===== src/rtl/rgbt_pkg.sv =====
package rgbt_pkg;

    // Sync/enable part of the panel-facing stage
    typedef struct packed {
        logic hs_n;
        logic vs_n;
        logic de;
        logic vpulse;
    } rgbt_ctl_t;

    localparam rgbt_ctl_t RGBT_CTL_IDLE = '{hs_n: 1'b1, vs_n: 1'b1, de: 1'b0, vpulse: 1'b0};

endpackage


===== src/rtl/rgbt_axis_counter.sv =====
// One timing axis: position counter with wrap, sync and window decode
module rgbt_axis_counter #(
    parameter int TOTAL = 16,
    parameter int PULSE = 2,
    parameter int START = 4,
    parameter int LEN   = 8
) (
    input  logic clk,
    input  logic rst_n,
    input  logic adv,
    output logic sync_on,
    output logic in_win,
    output logic wrap
);
    localparam int CW = (TOTAL > 2) ? $clog2(TOTAL) : 1;
    localparam logic [CW-1:0] LAST_POS  = CW'(TOTAL - 1);
    localparam logic [CW-1:0] SYNC_END  = CW'(PULSE);
    localparam logic [CW-1:0] WIN_START = CW'(START);
    localparam logic [CW-1:0] WIN_END   = CW'(START + LEN);

    logic [CW-1:0] pos_d, pos_q;

    always_comb begin
        wrap    = adv && (pos_q == LAST_POS);
        pos_d   = pos_q;
        if (adv) begin
            pos_d = wrap ? '0 : pos_q + 1'b1;
        end
        sync_on = (pos_q < SYNC_END);
        in_win  = (pos_q >= WIN_START) && (pos_q < WIN_END);
    end

    always_ff @(posedge clk) begin
        if (!rst_n) begin
            pos_q <= '0;
        end else begin
            pos_q <= pos_d;
        end
    end

endmodule


===== src/rtl/rgbt_byte_ser.sv =====
// Pixel fetch and byte serialisation, most significant byte first
module rgbt_byte_ser #(
    parameter int BYTE_W = 8,
    parameter int CPP    = 3,
    parameter int PHW    = 2
) (
    input  logic                  clk,
    input  logic                  rst_n,
    input  logic                  active,
    input  logic [BYTE_W*CPP-1:0] pix_data,
    input  logic                  pix_valid,
    input  logic                  underflow_clr,
    output logic                  pix_ready,
    output logic [BYTE_W-1:0]     byte_nxt,
    output logic [PHW-1:0]        phase_cur,
    output logic                  underflow
);
    localparam int PW = BYTE_W * CPP;
    localparam logic [PHW-1:0] PH_LAST = PHW'(CPP - 1);

    typedef struct packed {
        logic [PHW-1:0] phase;
        logic [PW-1:0]  hold;
        logic           uf;
    } ser_t;

    ser_t st_d, st_q;
    logic due;

    always_comb begin
        st_d     = st_q;
        byte_nxt = '0;
        due      = active && (st_q.phase == '0);

        if (active) begin
            st_d.phase = (st_q.phase == PH_LAST) ? '0 : st_q.phase + 1'b1;
        end else begin
            st_d.phase = '0;
        end

        if (due) begin
            if (pix_valid) begin
                byte_nxt  = pix_data[PW-1 -: BYTE_W];
                st_d.hold = pix_data << BYTE_W;
            end else begin
                byte_nxt  = '0;
                st_d.hold = '0;
            end
        end else if (active) begin
            byte_nxt  = st_q.hold[PW-1 -: BYTE_W];
            st_d.hold = st_q.hold << BYTE_W;
        end else begin
            st_d.hold = '0;
        end

        if (due && !pix_valid) begin
            st_d.uf = 1'b1;
        end else if (underflow_clr) begin
            st_d.uf = 1'b0;
        end

        pix_ready = due;
        phase_cur = st_q.phase;
        underflow = st_q.uf;
    end

    always_ff @(posedge clk) begin
        if (!rst_n) begin
            st_q <= '0;
        end else begin
            st_q <= st_d;
        end
    end

endmodule


===== src/rtl/rgbt_launch.sv =====
// Falling-edge launch register for all panel-facing outputs
module rgbt_launch
    import rgbt_pkg::*;
#(
    parameter int BYTE_W = 8,
    parameter int PHW    = 2
) (
    input  logic              clk,
    input  logic              rst_n,
    input  rgbt_ctl_t         ctl_in,
    input  logic [BYTE_W-1:0] data_in,
    input  logic [PHW-1:0]    phase_in,
    output rgbt_ctl_t         ctl_out,
    output logic [BYTE_W-1:0] data_out,
    output logic [PHW-1:0]    phase_out
);
    always_ff @(negedge clk) begin
        if (!rst_n) begin
            ctl_out   <= RGBT_CTL_IDLE;
            data_out  <= '0;
            phase_out <= '0;
        end else begin
            ctl_out   <= ctl_in;
            data_out  <= data_in;
            phase_out <= phase_in;
        end
    end

endmodule


===== src/rtl/rgb_dotclk_timing.sv =====
module rgb_dotclk_timing
    import rgbt_pkg::*;
#(
    parameter int H_ACTIVE = 320,
    parameter int H_PULSE  = 8,
    parameter int H_BACK   = 24,
    parameter int H_FRONT  = 4,
    parameter int V_ACTIVE = 240,
    parameter int V_PULSE  = 1,
    parameter int V_BACK   = 3,
    parameter int V_FRONT  = 1,
    parameter int CPP      = 3,
    parameter int BYTE_W   = 8,
    localparam int PHW     = (CPP > 2) ? $clog2(CPP) : 1,
    localparam int PW      = BYTE_W * CPP
) (
    input  logic              clk,
    input  logic              rst_n,
    input  logic [PW-1:0]     pix_data,
    input  logic              pix_valid,
    output logic              pix_ready,
    input  logic              underflow_clr,
    output logic              underflow,
    output logic              hsync_n,
    output logic              vsync_n,
    output logic              lcd_de,
    output logic [BYTE_W-1:0] lcd_data,
    output logic [PHW-1:0]    byte_phase,
    output logic              vsync_pulse
);
    localparam int H_VIS   = H_ACTIVE * CPP;
    localparam int H_TOTAL = H_BACK + H_VIS + H_FRONT;
    localparam int V_TOTAL = V_BACK + V_ACTIVE + V_FRONT;

    typedef struct packed {
        rgbt_ctl_t         ctl;
        logic [BYTE_W-1:0] data;
        logic [PHW-1:0]    phase;
    } stage_t;

    logic h_sync, h_win, h_wrap;
    logic v_sync, v_win, v_wrap;
    logic active;
    logic [BYTE_W-1:0] ser_byte;
    logic [PHW-1:0]    ser_phase;
    stage_t stg_d, stg_q;
    rgbt_ctl_t ctl_o;

    rgbt_axis_counter #(
        .TOTAL(H_TOTAL), .PULSE(H_PULSE), .START(H_BACK), .LEN(H_VIS)
    ) u_hcnt (
        .clk(clk), .rst_n(rst_n), .adv(1'b1),
        .sync_on(h_sync), .in_win(h_win), .wrap(h_wrap)
    );

    rgbt_axis_counter #(
        .TOTAL(V_TOTAL), .PULSE(V_PULSE), .START(V_BACK), .LEN(V_ACTIVE)
    ) u_vcnt (
        .clk(clk), .rst_n(rst_n), .adv(h_wrap),
        .sync_on(v_sync), .in_win(v_win), .wrap(v_wrap)
    );

    assign active = h_win && v_win;

    rgbt_byte_ser #(
        .BYTE_W(BYTE_W), .CPP(CPP), .PHW(PHW)
    ) u_ser (
        .clk(clk), .rst_n(rst_n), .active(active),
        .pix_data(pix_data), .pix_valid(pix_valid),
        .underflow_clr(underflow_clr), .pix_ready(pix_ready),
        .byte_nxt(ser_byte), .phase_cur(ser_phase), .underflow(underflow)
    );

    always_comb begin
        stg_d.ctl.hs_n   = !h_sync;
        stg_d.ctl.vs_n   = !v_sync;
        stg_d.ctl.de     = active;
        stg_d.ctl.vpulse = stg_q.ctl.vs_n && v_sync;
        stg_d.data       = active ? ser_byte : '0;
        stg_d.phase      = active ? ser_phase : '0;
    end

    always_ff @(posedge clk) begin
        if (!rst_n) begin
            stg_q <= '{ctl: RGBT_CTL_IDLE, data: '0, phase: '0};
        end else begin
            stg_q <= stg_d;
        end
    end

    rgbt_launch #(
        .BYTE_W(BYTE_W), .PHW(PHW)
    ) u_launch (
        .clk(clk), .rst_n(rst_n),
        .ctl_in(stg_q.ctl), .data_in(stg_q.data), .phase_in(stg_q.phase),
        .ctl_out(ctl_o), .data_out(lcd_data), .phase_out(byte_phase)
    );

    assign hsync_n     = ctl_o.hs_n;
    assign vsync_n     = ctl_o.vs_n;
    assign lcd_de      = ctl_o.de;
    assign vsync_pulse = ctl_o.vpulse;

    logic unused_v_wrap;
    assign unused_v_wrap = v_wrap;

endmodule


===== config.mk =====
export PLATFORM = sky130hd
export DESIGN_NAME = rgb_dotclk_timing
export DESIGN_NICKNAME = d
export VERILOG_FILES = /design/src/rtl/rgbt_pkg.sv /design/src/rtl/rgbt_axis_counter.sv /design/src/rtl/rgbt_byte_ser.sv /design/src/rtl/rgbt_launch.sv /design/src/rtl/rgb_dotclk_timing.sv
export SDC_FILE = /design/constraint.sdc
export NUM_CORES = 1
export LEC_CHECK = 0
export ABC_AREA = 1
export BUFFER_PORTS_ARGS = -buffer_cell sky130_fd_sc_hd__buf_2
export CAP_MARGIN = 20
export CORE_MARGIN = 2
export CORE_UTILIZATION = 54
export DETAILED_ROUTE_END_ITERATION = 8
export PLACE_DENSITY = 0.75
export RECOVER_POWER = 25
export SLEW_MARGIN = 40
export SYNTH_ARGS = -nofsm -noshare
export SYNTH_HDL_FRONTEND = slang
export SYNTH_SLANG_ARGS = --single-unit

===== constraint.sdc =====
create_clock -name clk -period 1.6 [get_ports clk]
set_clock_uncertainty 0.05 [all_clocks]
set_input_delay 0.08 -clock clk [delete_from_list [all_inputs] [get_ports clk]]
set_output_delay 0.08 -clock clk [all_outputs]
set_load 0.01 [all_outputs]

## Word level (Yosys, flattened, before mapping)

Cells that the tools add are included.

| storage, ports and cells | value |
|---|---|
| bits in registers | 73 |
| bits of input ports | 28 |
| output and inout bits | 16 |

| operators by class | value |
|---|---|
| add/sub/neg operators | 3 |
| $lt $le $gt $ge | 6 |
| eq/ne operators | 3 |
| mux-type cells | 8 |
| bitwise gates (word level) | 2 |
| reductions and logical operators | 15 |

Operators by type and width:

| operator | number |
|---|---|
| two-way mux 24 bit | 3 |
| two-way mux 8 bit | 3 |
| adder 10 x 1 -> 10 bit (second input constant) | 1 |
| == test 10 bit (second input constant) | 1 |
| >= comparator 10 x 5 -> 1 bit (second input constant) | 1 |
| less-than comparator 10 bit (second input constant) | 1 |
| less-than comparator 10 x 4 -> 1 bit (second input constant) | 1 |
| adder 8 x 1 -> 8 bit (second input constant) | 1 |
| == test 8 bit (second input constant) | 1 |
| >= comparator 8 x 2 -> 1 bit (second input constant) | 1 |
| less-than comparator 8 x 1 -> 1 bit (second input constant) | 1 |
| less-than comparator 8 bit (second input constant) | 1 |
| logical AND 1 bit | 7 |
| logical NOT 1 bit | 3 |
| OR reduction 3 bit | 1 |
| adder 2 x 1 -> 2 bit (second input constant) | 1 |
| == test 2 bit (second input constant) | 1 |
| logical NOT 2 bit | 1 |
| two-way mux 1 bit | 2 |
| NOT 1 bit | 2 |
| AND reduction 2 bit | 1 |
| nonzero test 2 bit | 1 |
| OR reduction 2 bit | 1 |

## Longest topological paths before layout

Gate-level depths: netlist of run 1.

| logic depth | value |
|---|---|
| depth after elaboration | 6 |
| gate-level depth with buffers | 10 |

## By module

Synthesis of run 1 repeated with hierarchy kept, for this count alone.

| second synthesis, totals | value |
|---|---|
| cells, all modules | 356 |
| area total of the unflattened synthesis | 2756.4 sq um |

Modules (own cells, without submodules):

| module | times used | cells an instance | area each (sq um) |
|---|---|---|---|
| rgbt_byte_ser | 1 | 124 | 882.1 |
| rgbt_axis_counter (u_hcnt) | 1 | 78 | 556.8 |
| rgbt_axis_counter (u_vcnt) | 1 | 66 | 483.0 |
| rgb_dotclk_timing | 1 | 44 | 434.2 |
| rgbt_launch | 1 | 44 | 400.4 |

==> flow_summary.toml, run 1 <==
[timing]
whs_ns = 0.01738
finalWorstSetupSlack_ns = -0.1281
worst_pin_slew_ns = 0.3237
finalSetupViolCount = 15
rsz0062_at_grt = "true"
hold_viol_final = 0
slew_violations = 0
tns_ns = -1.663
slew_headroom_pct = 78.42

[yosys]
synthSimpleGateAreaFrac_pct = 26.73
synth_area_um2 = 2551
synthAdderAreaFrac_pct = 2.452
synth_top_family_by_area = "simple AND/OR/NAND/NOR gates"
ys_ff_latch = 65
muxShareOfSynthArea_pct = 0
synth_edf_count = 0
synth_nets = 366
synth_ff_type = "dfxtp_1"
synth_xor_area_share_pct = 1.373
synth_compound_area_share_pct = 7.504
synthCells = 333
yosys_warnings = 0
avgSynthCellArea_um2 = 7.661
async_flop_share_pct = 0
synth.yosys.seq_area_share_pct = 51.01
synth.distinct_cells = 30

[finish]
multiInputGateArea_um2 = 1027
drive_gt1_share_pct = 26.34
area_growth_pct = 33.89
fill_cells = 336
finalNetCount = 457
layout_commonest_cell = "nand2_1"
antenna_cells = 0
layout_common_cells = "nand2_1 (80), inv_1 (74), dfxtp_1 (51)"
regArea_um2 = 1319

[critical_path]
worst-path-max-fanout = 1
startpoint_type = "register"
cp_cell_sequence = "buf_2"
cp_num_buf_inv = 1
r2r_slack_ns = 0.09
r2r-end = "u_launch.ctl_out[3]"
required_ns = 1.47
worst_path_largest_cell_delay_ns = 0.29
worstPathArrival_ns = 1.60
endpoint_kind = "output pin"
cpMaxStageDelayCell = "dfxtp_1"
crit_family = "flip-flops"
rr_startpoint = "stg_q[13]"
crit_type = "register to output pin"
r2r_cells = 1

[power_and_ir_drop]
p_leak_nw = 1.673
vdd_drop_max_v = 0.0005965
p_per_area_nw_per_um2 = 917.1

[drt]
met2_length_um = 2462
ant_nets = 0
drc = 0
wl_met3_um = 159
wl_met1_um = 2196
top_layer = "met4"
dr.pass1.iters = 4
avgViaCountPerCell = 4.592
drtIter0Drc = 109
wirelength_um = 4929
dr_total_vias = 2218
wl_per_cell_um = 10.20

[floorplanning]
start_util_pct = 55.11
die-area_um2 = 5290
io_pins = 44
rows = 25
core-area_um2 = 4629
die_y_um = 72.74
die_x_um = 72.74

[clocking]
cts_buffers = 9
cts-root-buf = "clkbuf_8"
htree_levels = 3
clkLatencyLatePin_ns = 0.34
clockBufferDepth = 2
path_clk_slew_ns = 0.07
cts_sinks = 65
cts_tree = "done"

[place]
place_ws_ns = 0.06985
dp_hpwl_um = 3020
routabilityCongestion = 0.8441
port_buffers = 43

[flow_run]
max_cap_violations = 0

[hold_path]
holdPathStages = 5
whs_endpoint = "stg_q[3]"
holdCritPathClass = "input port to register"
holdCritStartpoint = "pix_data[17]"

[grt]
grt_pass1_vias = 1894
groute.usage.overall_pct = 19.44
antenna_found_initial = 0
grt-ovfl-total = 0
grt_pass1_wl_um = 7734
grt_max_degree = 19

[outcome]
status = "finished, violations left"
violations = "negative setup slack"
==> final cells by class <==
type | count | area share (%)
flip-flops and latches | 65 | 38.61
multi-input cells | 197 | 30.07
inverters | 63 | 7.070
repair buffers | 74 | 15.64
clock inverters | 21 | 3.004
well taps | 54 | 1.978
clock buffers | 9 | 3.626
==> registers in the layout, indices dropped and copies added, names as in the netlist <==
signal	count
stg_q	14
u_hcnt.pos_q	10
u_launch.phase_out	2
u_ser.underflow	1
u_launch.data_out	8
u_launch.ctl_out	4
u_ser.phase_cur	2
u_ser.st_q	16
u_vcnt.pos_q	8
==> timing repair <==
| item | CTS | global route |
|---|---|---|
| pin swaps | 2 | 1 |
| endpoints found under the hold margin | 20 | 0 |
| endpoints found under the setup margin | 15 | 42 |
| setup buffers | 1 | 2 |
| gates resized for setup | 8 | 27 |
| hold buffers | 20 | 0 |
==> logic make-up after synthesis <==
| kind of cell | Yosys count |
|---|---|
| AND/OR/NAND/NOR | 158 |
| adder cells (fa/ha/maj) | 5 |
| buffers and inverters | 71 |
| XOR/XNOR | 4 |
| flip-flops | 65 |
| AO/OA/AOI/OAI | 30 |
==> synthesized netlist by cell type, types with 2 or more instances <==
cell	number	area share, %
nand2_1	82	12
dfxtp_1	65	51
inv_1	63	9.3
nor2_1	41	6.0
nand3_1	16	3.1
a21oi_1	11	2.2
a21oi_2	8	2.7
nand4_1	6	1.5
ha_1	5	2.5
o21ai_0	5	0.98
clkbuf_1	3	0.44
nand2_2	3	0.74
or2_2	3	0.74
buf_2	2	0.39
nor2_4	2	0.88
o21ai_1	2	0.39
xnor2_1	2	0.69
xor2_1	2	0.69
==> report_power, final <==
| group | internal (mW) | switching, mW | total, mW |
|---|---|---|---|
| sequential | 1.63 | 0.00615 | 1.64 |
| combinational | 0.0841 | 0.0672 | 0.151 |
| clock | 0.609 | 0.732 | 1.34 |
==> per-layer routing <==
layer	vias to the layer above	track usage (%)
met5	-	0
met4	0	12.55
met2	52	33.23
li1	1191	-
met3	10	4.144
met1	965	21.80
==> through the flow <==
| step | power (mW) | cells | util [%] | cell area [um^2] |
|---|---|---|---|---|
| 2_1_floorplan | 1.789 | 333 | - | 2551 |
| 4_1_cts | 3.156 | 481 | 71.86 | 3327 |
| 3_3_place_gp | 1.839 | 431 | 62.00 | 2870 |
| 5_1_grt | 3.276 | 483 | 73.78 | 3416 |
| 6_report | 3.133 | 483 | 73.78 | 3416 |
| 3_5_place_dp | 1.841 | 431 | 62.00 | 2870 |
==> how the worst max path moves through the flow <==
stage	from	to	depth (start not counted)
finish	u_launch.ctl_out[1]	lcd_de	1
global route	u_launch.ctl_out[1]	lcd_de	1
CTS	u_launch.data_out[3]	lcd_data[3]	1
detailed placement	stg_q[13]	u_launch.ctl_out[3]	1
global placement	stg_q[13]	u_launch.ctl_out[3]	1
floorplan	rst_n	u_launch.ctl_out[3]	3
(Power assumes the default switching activity.)
==> run 2: changes to the inputs <==
--- a/config.mk
+++ b/config.mk
@@ -9,9 +9,10 @@
 export BUFFER_PORTS_ARGS = -buffer_cell sky130_fd_sc_hd__buf_2
 export CAP_MARGIN = 20
 export CORE_MARGIN = 2
-export CORE_UTILIZATION = 54
+export CORE_UTILIZATION = 49
+export CTS_CLUSTER_DIAMETER = 30
 export DETAILED_ROUTE_END_ITERATION = 8
-export PLACE_DENSITY = 0.75
+export PLACE_DENSITY = 0.72
 export RECOVER_POWER = 25
 export SLEW_MARGIN = 40
 export SYNTH_ARGS = -nofsm -noshare
==> constraint.sdc (replaced) <==
create_clock -name clk -period 1.5 [get_ports clk]
set_clock_uncertainty 0.05 [all_clocks]
set_input_delay 0.075 -clock clk [delete_from_list [all_inputs] [get_ports clk]]
set_output_delay 0.075 -clock clk [all_outputs]
set_load 0.01 [all_outputs]
==> flow_summary.toml, run 2 (synthesized netlist as in run 1, its figures left out) <==
[outcome]
violations = "negative setup slack"
status = "finished, violations left"

[critical_path]
worst_path_largest_cell_delay_ns = 0.29
crit_type = "register to output pin"
cpMaxStageDelayCell = "dfxtp_1"
rr_startpoint = "u_hcnt.pos_q[1]"
cp_num_buf_inv = 1
required_ns = 1.37
worstPathArrival_ns = 1.55
worst-path-max-fanout = 1
crit_family = "flip-flops"
cp_cell_sequence = "buf_2"
r2r_cells = 8
r2r_slack_ns = -0.06
startpoint_type = "register"
cp.depth = 1
endpoint_kind = "output pin"
r2r-end = "u_hcnt.pos_q[6]"

[grt]
grt_pass1_vias = 2052
antenna_found_initial = 0
groute.usage.overall_pct = 18.37
grt-ovfl-total = 0
grt_max_degree = 19
grt_pass1_wl_um = 8466

[clocking]
clkLatencyLatePin_ns = 0.35
cts_buffers = 9
path_clk_slew_ns = 0.08
clockBufferDepth = 2
cts_sinks = 65
cts-root-buf = "clkbuf_8"
htree_levels = 3
cts_tree = "done"

[hold_path]
holdCritPathClass = "input port to register"
holdPathStages = 5
whs_endpoint = "stg_q[7]"
holdCritStartpoint = "pix_data[21]"

[floorplanning]
die_x_um = 76.16
start_util_pct = 50.27
core-area_um2 = 5075
die_y_um = 76.16
die-area_um2 = 5800
rows = 26
io_pins = 44

[place]
place_ws_ns = 0.01473
routabilityCongestion = 0.8700
port_buffers = 43
dp_hpwl_um = 3176
dp.cells = 451

[power_and_ir_drop]
p_per_area_nw_per_um2 = 965.8
p_total_mw = 3.473
p_leak_nw = 1.714
vdd_drop_max_v = 0.0005434

[drt]
drtIter0Drc = 80
avgViaCountPerCell = 4.416
ant_nets = 0
dr.pass1.iters = 5
wirelength_um = 5083
drc = 0
wl_per_cell_um = 9.967
dr_total_vias = 2252

[timing]
hold_viol_final = 0
worst_pin_slew_ns = 0.3427
rsz0062_at_grt = "true"
finalWorstSetupSlack_ns = -0.1781
tns_ns = -2.626
finalSetupViolCount = 21
slew_headroom_pct = 77.15
slew_violations = 0

[finish]
stdcell_count = 510
largest_reg_flops = 16
top_regs = "u_ser.st_q x16, stg_q x14, u_hcnt.pos_q x10"
finalNetCount = 468
antenna_cells = 0
drive_gt1_share_pct = 30.45
layout_commonest_cell = "nand2_1"
top_register = "u_ser.st_q"
layout_common_cells = "nand2_1 (80), inv_1 (72), dfxtp_1 (51)"
area_growth_pct = 40.95

[flow_run]
max_cap_violations = 0
==> run 2: cell types whose count changed in the layout (fill, tap and decap cells not counted), sizes merged <==
cell	delta
clkinvlp	+1
inv	+4
clkinv	-4
dlygate4sd3	+2
buf	+8
==> run 2: per-stage QoR <==
stage	utilization (%)	cell area, um^2	hold WS (ns)
after floorplan	-	2554	0.1372
after global placement	57.54	2920	0.2391
after detailed placement	57.54	2920	0.2426
after CTS	67.63	3432	0.001697
after global routing	70.86	3596	0.009261
final	70.86	3596	0.01139
==> run 2: how the worst max path moves through the flow <==
stage	slack (ns)	from	end
detailed placement	0.01	u_vcnt.pos_q[1]	u_ser.st_q[11]
floorplan	0.03	rst_n	u_launch.ctl_out[3]
CTS	-0.18	u_launch.ctl_out[0]	vsync_pulse
global route	-0.22	u_launch.phase_out[1]	byte_phase[1]
finish	-0.18	u_launch.data_out[0]	lcd_data[0]
global placement	0.03	stg_q[13]	u_launch.ctl_out[3]
==> run 2: power by group <==
group	total (mW)	leakage [nW]	switching (mW)	internal, mW
clock network	1.55	0.165	0.862	0.687
registers	1.75	0.533	0.00589	1.74
logic	0.177	1.02	0.0791	0.0975
==> run 2: layer usage <==
metal	up-vias	wire length (um)	global-route usage (%)
li1	1217	-	-
met1	969	2161	21.39
met2	52	2530	30.00
met3	14	235	5.332
met4	0	155	11.09
met5	-	0	0
==> run 2: layout make-up <==
cell class | instances | area (um^2)
timing repair inverter | 1 | 6.256
inverter | 63 | 244.0
clock inverter | 21 | 116.4
multi-input combinational | 197 | 1079
sequential | 65 | 1321
tap | 70 | 87.58
fill | 401 | 1479
timing repair buffer | 84 | 618.1
clock buffer | 9 | 123.9
==> run 2: timing repair <==
action | 4_1_cts | 5_1_grt
hold buffers | 22 | 0
resized for setup | 10 | 45
hold endpoints to repair | 22 | 0
pin swaps | 1 | 8
gates cloned | 0 | 1
setup endpoints to repair | 16 | 55
buffers inserted | 2 | 6
